### src/rtl/patcol_pkg.sv
package patcol_pkg;
  localparam int DW       = 32;
  localparam int NREG     = 6;
  localparam int IDXW     = 3;
  localparam int LINEW    = 3;
  localparam int PIXW     = 3;
  localparam int PROT_LO  = 2;
  localparam int WIN_BASE = 8;
  localparam int LANES    = DW / 8;
  localparam int LANEW    = $clog2(LANES);

  typedef enum logic [1:0] {DEP8 = 2'd0, DEP16 = 2'd1, DEP32 = 2'd2, DEP32X = 2'd3} depth_e;
  typedef enum logic [1:0] {PM_SOLID = 2'd0, PM_MONO = 2'd1, PM_COLOR = 2'd2, PM_RSVD = 2'd3} pmode_e;

  function automatic logic [DW-1:0] expand_word(input logic [DW-1:0] d,
                                                input pmode_e pm, input depth_e dp);
    if (pm != PM_MONO) return d;
    case (dp)
      DEP8:    return {(DW/8){d[7:0]}};
      DEP16:   return {(DW/16){d[15:0]}};
      default: return d;
    endcase
  endfunction

  function automatic logic [DW-1:0] lane_pick(input logic [DW-1:0] w,
                                              input logic [LANEW-1:0] lane, input depth_e dp);
    logic [DW-1:0] s;
    s = w >> {lane, 3'b000};
    case (dp)
      DEP8:    return {{(DW-8){1'b0}}, s[7:0]};
      DEP16:   return {{(DW-16){1'b0}}, s[15:0]};
      default: return s;
    endcase
  endfunction
endpackage

### src/rtl/patcol_wrctl.sv
module patcol_wrctl
  import patcol_pkg::*;
(
  input  logic            clk,
  input  logic            rst_n,
  input  logic            wr_en,
  input  logic [IDXW-1:0] wr_idx,
  input  logic [DW-1:0]   wr_data,
  input  pmode_e          pm,
  input  depth_e          dp,
  input  logic            busy,
  output logic [NREG-1:0] load,
  output logic [DW-1:0]   wdata,
  output logic            wr_block,
  output logic            err
);
  logic idx_ok, guarded, wr_take;

  always_comb begin
    idx_ok   = wr_idx < IDXW'(NREG);
    guarded  = wr_idx >= IDXW'(PROT_LO);
    wr_block = wr_en && idx_ok && guarded && busy;
    wr_take  = wr_en && idx_ok && !wr_block;
    load     = '0;
    if (wr_take) load[wr_idx] = 1'b1;
    wdata    = expand_word(wr_data, pm, dp);
  end

  always_ff @(posedge clk or negedge rst_n) begin
    if (!rst_n)        err <= 1'b0;
    else if (wr_block) err <= 1'b1;
  end
endmodule

### src/rtl/patcol_regs.sv
module patcol_regs
  import patcol_pkg::*;
(
  input  logic            clk,
  input  logic            rst_n,
  input  logic [NREG-1:0] load,
  input  logic [DW-1:0]   wdata,
  output logic [DW-1:0]   q [NREG]
);
  for (genvar g = 0; g < NREG; g++) begin : g_word
    always_ff @(posedge clk or negedge rst_n) begin
      if (!rst_n)       q[g] <= '0;
      else if (load[g]) q[g] <= wdata;
    end
  end
endmodule

### src/rtl/patcol_select.sv
module patcol_select
  import patcol_pkg::*;
(
  input  pmode_e           pm,
  input  depth_e           dp,
  input  logic [LINEW-1:0] line,
  input  logic [PIXW-1:0]  pix,
  input  logic             mono_bit,
  input  logic [DW-1:0]    bank [NREG],
  output logic [DW-1:0]    color,
  output logic             held
);
  localparam int POSW  = LINEW + PIXW;
  localparam int BOFFW = POSW + LANEW;
  localparam int RIDXW = $clog2(NREG);

  logic [POSW-1:0]  pos;
  logic [BOFFW-1:0] boff, rel;
  logic             in_win;
  logic [RIDXW-1:0] ridx;
  logic [LANEW-1:0] lane;
  logic [DW-1:0]    word;
  wire unused_rel_hi = ^rel[BOFFW-1:LANEW+RIDXW];

  always_comb begin
    pos = {line, pix};
    case (dp)
      DEP8:    boff = {2'b00, pos};
      DEP16:   boff = {1'b0, pos, 1'b0};
      default: boff = {pos, 2'b00};
    endcase
    in_win = (boff >= BOFFW'(WIN_BASE)) && (boff < BOFFW'(WIN_BASE + NREG * LANES));
    rel    = boff - BOFFW'(WIN_BASE);
    ridx   = rel[LANEW +: RIDXW];
    lane   = rel[LANEW-1:0];
    word   = in_win ? bank[ridx] : '0;
    case (pm)
      PM_MONO: begin
        color = mono_bit ? bank[1] : bank[0];
        held  = 1'b1;
      end
      PM_COLOR: begin
        color = in_win ? lane_pick(word, lane, dp) : '0;
        held  = in_win;
      end
      default: begin
        color = bank[0];
        held  = 1'b1;
      end
    endcase
  end
endmodule

### src/rtl/patcol_bank.sv
module patcol_bank
  import patcol_pkg::*;
(
  input  logic        clk,
  input  logic        rst_n,
  input  logic        wr_en,
  input  logic [2:0]  wr_idx,
  input  logic [31:0] wr_data,
  input  logic [2:0]  rd_idx,
  output logic [31:0] rd_data,
  input  logic [1:0]  depth,
  input  logic [1:0]  pmode,
  input  logic        busy,
  input  logic [2:0]  req_line,
  input  logic [2:0]  req_pix,
  input  logic        req_mono,
  output logic [31:0] pix_color,
  output logic        pix_held,
  output logic        prot_err
);
  pmode_e             pm;
  depth_e             dp;
  logic [NREG-1:0]    wr_load;
  logic [DW-1:0]      wr_word;
  logic               wr_block;
  logic [DW-1:0]      bank [NREG];
  logic [NREG*DW-1:0] bank_flat;

  assign pm = pmode_e'(pmode);
  assign dp = depth_e'(depth);

  patcol_wrctl u_wr (
    .clk(clk), .rst_n(rst_n), .wr_en(wr_en), .wr_idx(wr_idx), .wr_data(wr_data),
    .pm(pm), .dp(dp), .busy(busy), .load(wr_load), .wdata(wr_word),
    .wr_block(wr_block), .err(prot_err)
  );

  patcol_regs u_regs (
    .clk(clk), .rst_n(rst_n), .load(wr_load), .wdata(wr_word), .q(bank)
  );

  patcol_select u_sel (
    .pm(pm), .dp(dp), .line(req_line), .pix(req_pix), .mono_bit(req_mono),
    .bank(bank), .color(pix_color), .held(pix_held)
  );

  for (genvar g = 0; g < NREG; g++) begin : g_flat
    assign bank_flat[g*DW +: DW] = bank[g];
  end

  assign rd_data = (rd_idx < 3'(NREG)) ? bank[rd_idx] : '0;
endmodule

### config.mk
export PLATFORM = sky130hd
export DESIGN_NAME = patcol_bank
export DESIGN_NICKNAME = d
export VERILOG_FILES = /design/src/rtl/patcol_pkg.sv /design/src/rtl/patcol_wrctl.sv /design/src/rtl/patcol_regs.sv /design/src/rtl/patcol_select.sv /design/src/rtl/patcol_bank.sv
export SDC_FILE = /design/constraint.sdc
export NUM_CORES = 1
export LEC_CHECK = 0
export BUFFER_PORTS_ARGS = -buffer_cell sky130_fd_sc_hd__buf_2
export CORE_MARGIN = 2
export CORE_UTILIZATION = 50
export DETAILED_ROUTE_END_ITERATION = 8
export GPL_ROUTABILITY_DRIVEN = 0
export PLACE_DENSITY = 0.71
export SLEW_MARGIN = 20
export SYNTH_ARGS = -nofsm -noshare
export SYNTH_HDL_FRONTEND = slang
export SYNTH_HIERARCHICAL = 1
export SYNTH_SLANG_ARGS = --single-unit
### constraint.sdc
create_clock -name clk -period 1.6 [get_ports clk]
set_input_delay 0 -clock clk [delete_from_list [all_inputs] [get_ports clk]]
set_output_delay 0 -clock clk [all_outputs]
set_load 0.01 [all_outputs]
After elaboration in Yosys (flattened, before gate mapping)
Index checks and enable logic that the tools add are counted.
Word-level totals
  input port bits: 53
  output and inout port bits: 66
  word-level logic and storage cells: 53
  register bits: 193
Operators by class
  mux-type cells: 21
  bitwise logic cells: 2
  order comparisons: 9
  add/sub/neg operators: 1
  shift-type cells: 1
  equality and inequality tests: 4
  reduce and logical (&&, ||, !) cells: 8
Operators by type and width (count)
  32-bit two-way mux: 10
  32-bit binary-select mux with 3-bit select: 2
  32-bit case mux with 2 select lines: 3
  32-bit by 5-bit >> shifter with 32-bit output: 1
  8-bit case mux with 2 select lines: 1
  4-bit greater-or-equal comparator (second input constant): 2
  8-bit by 4-bit greater-or-equal comparator with 1-bit output (second input constant): 1
  8-bit by 6-bit less-than comparator with 1-bit output (second input constant): 1
  3-bit NOT with 4-bit output: 2
  1-bit logical AND: 6
  3-bit less-than comparator (second input constant): 2
  6-bit two-way mux: 1
  5-bit by 4-bit subtractor with 5-bit output (second input constant): 1
  2-bit by 1-bit equality test with 1-bit output (second input constant): 2
  3-bit by 4-bit less-than comparator with 1-bit output (second input constant): 1
  1-bit demux with 3-bit select: 1
  3-bit by 1-bit greater-or-equal comparator with 1-bit output (second input constant): 1
  3-bit by 2-bit greater-or-equal comparator with 1-bit output (second input constant): 1
  1-bit two-way mux: 3
  2-bit equality test (second input constant): 1
  2-bit logical NOT: 1
  2-bit by 1-bit inequality test with 1-bit output (second input constant): 1
  1-bit logical NOT: 1

Logic depth before layout (Yosys ltp)
  depth in word-level cells: 12
  mapped depth: 11
  gate-level depth less buffers: 8

Modules after synthesis
Netlist, hierarchy kept.
By module, submodules not included
  patcol_regs: sequential area each 4804.6 um^2, cells each 408, times used 1, area an instance 8070.2 um^2
  patcol_select: sequential area each 0.0 um^2, cells each 535, times used 1, area an instance 3550.9 um^2
  patcol_bank: sequential area each 0.0 um^2, cells each 183, times used 1, area an instance 1741.7 um^2
  patcol_wrctl: sequential area each 25.0 um^2, cells each 57, times used 1, area an instance 581.8 um^2

Worst setup path after synthesis
No wires, ideal clock.
  kind: input to output
  from: input port depth[1]
  to: output port pix_color[6]
  stages on the path: 9
  path buffers: 3
  data arrival time: 1.785 ns
  slack: -0.185 ns
  required time: 1.600 ns
  cell sequence: buf_4 -> nor2b_1 -> clkbuf_2 -> a21oi_1 -> buf_6 -> mux4_2 -> o221a_1 -> o221ai_1 -> nand4_1
Between the ends
  word-level cells in the longest chain between the ends: 12
  elaborated cells on any way between the ends: 16
  classes of those cells: add/sub (1); order compare (2); eq/ne (1); shift (1); mux (8); bitwise (1); reduce/logical (2)
RTL lines
  start: declaration: line patcol_bank.sv:11  | input logic [1:0] depth,
  2-bit by 1-bit equality test with 1-bit output / 2-bit logical NOT (equally long branches): line patcol_select.sv:27  | case (dp)
  8-bit case mux with 2 select lines *: line patcol_select.sv:27
  5-bit by 4-bit subtractor with 5-bit output: line patcol_select.sv:33  | rel = boff - BOFFW'(WIN_BASE);
  3-bit NOT with 4-bit output (implied by the code): line patcol_select.sv:36  | word = in_win ? bank[ridx] : '0;
  32-bit binary-select mux with 3-bit select: line patcol_select.sv:36
  32-bit two-way mux (implied by the code) (2 in a row): line patcol_select.sv:36
  32-bit two-way mux: line patcol_select.sv:36
  32-bit by 5-bit >> shifter with 32-bit output: line patcol_pkg.sv:28  | s = w >> {lane, 3'b000};
  32-bit case mux with 2 select lines: line patcol_pkg.sv:29  | case (dp)
  32-bit two-way mux *: line patcol_select.sv:43  | color = in_win ? lane_pick(word, lane, dp) : '0;
  32-bit case mux with 2 select lines *: line patcol_select.sv:37  | case (pm)
  end: declaration: line patcol_bank.sv:17  | output logic [31:0] pix_color,
Every way passes the cells marked *; elsewhere a longest branch is shown, timed or not. The select of a mux whose other input is x is not followed.

Worst setup path after layout
  from: register u_regs/q[90] in the netlist's numbering
  to: output port pix_color[26]
Between the ends
  word-level cells in the longest chain between the ends: 8
RTL lines
  start: declaration: line patcol_regs.sv:8  | output logic [DW-1:0] q [NREG]
  start signal: indexed assignment: line patcol_regs.sv:13  | else if (load[g]) q[g] <= wdata;
  32-bit binary-select mux with 3-bit select: line patcol_select.sv:36
  32-bit two-way mux (implied by the code) (2 in a row): line patcol_select.sv:36
  32-bit two-way mux: line patcol_select.sv:36
  32-bit by 5-bit >> shifter with 32-bit output: line patcol_pkg.sv:28
  32-bit case mux with 2 select lines: line patcol_pkg.sv:29
  32-bit two-way mux: line patcol_select.sv:43
  32-bit case mux with 2 select lines: line patcol_select.sv:37
Every way passes these cells. The select of a mux whose other input is x is not followed.

==> run metrics <==
status=finished, violations left; failing checks=negative setup slack; DRC Markers=0; CP delay by family, top=compound AO/OA/AOI/OAI gates; syn_nets=1237; Initial Util=50.4%; Met1 Wirelength=19800 um; first-pass GRT wire length=75900 um; pin count of the biggest net entering global routing=58; CTS sink count=193; initial antenna violation count=1; final hold slack=14.4 ps; actual transition at the worst max-transition pin=696 ps; Routed WL per cell=27.0 um; Post-Syn Area=0.0139 sq mm; worst skew pair latency=450 ps; relative slew slack=53.5%; met3 WL=5550 um; row cnt=61; Cell Chain, Critical Path=mux2_4 -> a22oi_2 -> a31oi_1 -> o32a_1 -> a222oi_1 -> inv_1 -> buf_2; clk root buf=clkbuf_16; Vias=12500; Sum Neg Setup Slack=-16100 ps; Avg Cell Area, Syn=11.8 sq um; DIE AREA=0.0292 sq mm; Final setup viols=41; max layer used=met5; peak supply drop=0.587 mV; Die Y=171 um; Final #Nets=1566; CTS tree=yes; min cycle time layout=2440 ps; cell count after synthesis=1182; Via density=6.56; die width=171 um; Synth Warn #=6; share of cells above drive strength 1=57.2%; I/O Buffers=118; leakage power=8.25 nW; HPWL after DPL=34500 um; crit path DAT=2440 ps; Clock Skew=0 ps; final setup margin=-836 ps; startpoint types=register; Max Fclk=411 MHz; Clock Path Buffers=2; critical path endpoint category=output port; Hold Path Class=input pin to asynchronous set/reset pin; H-tree levels=4; GRT Residual Overflow=0; Diodes inserted=0; DRT iter0 DRCs=1534; Post-Route WL=51300 um; Final Cycle Share=152%; Buf+Inv Stages, Crit Path=2; wire length on met2=22900 um; DRT antenna net count=0; crit path kind=register to output port; # IOs=119; Pre-antenna DRT Iters=6; cell area power density=1080 mW/mm^2; RSZ-0062 raised after global routing=true; Worst path slowest cell=a222oi_1; crit path max fanout=3; Worst-path clk slew=90 ps; Slew Viols, Final=0; core area=0.0276 sq mm; vias in the first global route=12300; final hold violations=0; total CTS buffers=17; Tot GR Track Use=34.8%; CP max stage delay=490 ps; Critical Path RT=1600 ps; MaxCap Viol Count=0; synthesis-to-layout area growth=31.4%
[worst reg2reg max path, cell delays in order, from the launching register on]
cell and delay (ps):
dfrtp_1 380, a31o_2 210, dlygate4sd3_1 550
[flip-flops by register name, indices dropped and copies added, names as in the netlist]
register  count
u_wr/err      1
u_regs/q    192
[power breakdown]
part	leakage [nW]	switching, mW	total [mW]	internal, mW
Combinational	5.62	3.60	8.17	4.57
Sequential	2.35	1.16	7.20	6.04
Clock	0.291	2.25	4.49	2.24
[final timing paths]
check	slack (ps)	startpoint	endpoint	depth (start not counted)
worst max-delay path	-840	u_regs/q[90]$_DFFE_PN0P_	pix_color[26]	7
worst min-delay path	10	rst_n	u_regs/q[169]$_DFFE_PN0P_	2
worst max register to register	360	u_wr/err$_DFFE_PN0P_	u_wr/err$_DFFE_PN0P_	2
worst min register to register	550	u_regs/q[6]$_DFFE_PN0P_	u_regs/q[6]$_DFFE_PN0P_	1
max in group asynchronous	920	rst_n	u_regs/q[163]$_DFFE_PN0P_	3
min in group clk	20	wr_data[24]	u_regs/q[184]$_DFFE_PN0P_	3
[cell type report]
cell class | instances | area (sq um)
flip-flops and latches | 193 | 4830
fillers | 1947 | 9320
well taps | 378 | 473
repair buffers | 415 | 3440
clock buffers | 17 | 425
inverters | 32 | 123
multi-input cells | 852 | 8860
clock inverters | 15 | 163
[cell usage in the layout, fill, tap and decap left out, types with 6 or more instances in the layout]
cell type	count
a211oi_1	14
a21oi_1	23
a21oi_2	7
a221oi_1	8
a221oi_2	16
a22o_1	23
a22oi_1	22
a31oi_1	8
buf_12	28
buf_2	109
buf_4	217
buf_6	45
clkbuf_16	17
dfrtp_1	193
dlygate4sd3_1	11
inv_1	30
inv_8	6
mux2_2	69
mux2_4	203
mux2i_1	94
nand2_1	98
nand2_2	23
nand2b_1	6
nand3_1	31
nand3b_1	6
nor2_1	15
o21ai_0	11
o221ai_2	27
[timing repair]
item                                   in CTS  in global routing
gates resized for setup                    94                 77
cloned                                      1                  0
endpoints found under the hold margin     232                  0
hold buffers                               11                  0
setup endpoints to repair                  46                 56
pin swaps                                  37                 25
buffers inserted                           26                 22
[per-layer routing]
metal,track usage [%],vias up
li1,-,5139
met1,45.4,6226
met2,52.9,896
met3,8.40,214
met4,19.5,2
met5,0,-
[through the flow]
step / instance area (sq um) / power, mW / std cells / setup WS (ps) / util, %
6_report: 18300 / 19.9 / 1902 / -836 / 66.3
2_1_floorplan: 14100 / 11.4 / 1182 / -135 / -
4_1_cts: 17800 / 19.2 / 1886 / -797 / 64.6
5_1_grt: 18300 / 20.6 / 1902 / -879 / 66.3
3_3_place_gp: 16500 / 14.1 / 1820 / -577 / 59.6
3_5_place_dp: 16500 / 14.3 / 1820 / -620 / 59.6
Note: power is estimated with default switching activity, not from simulation.
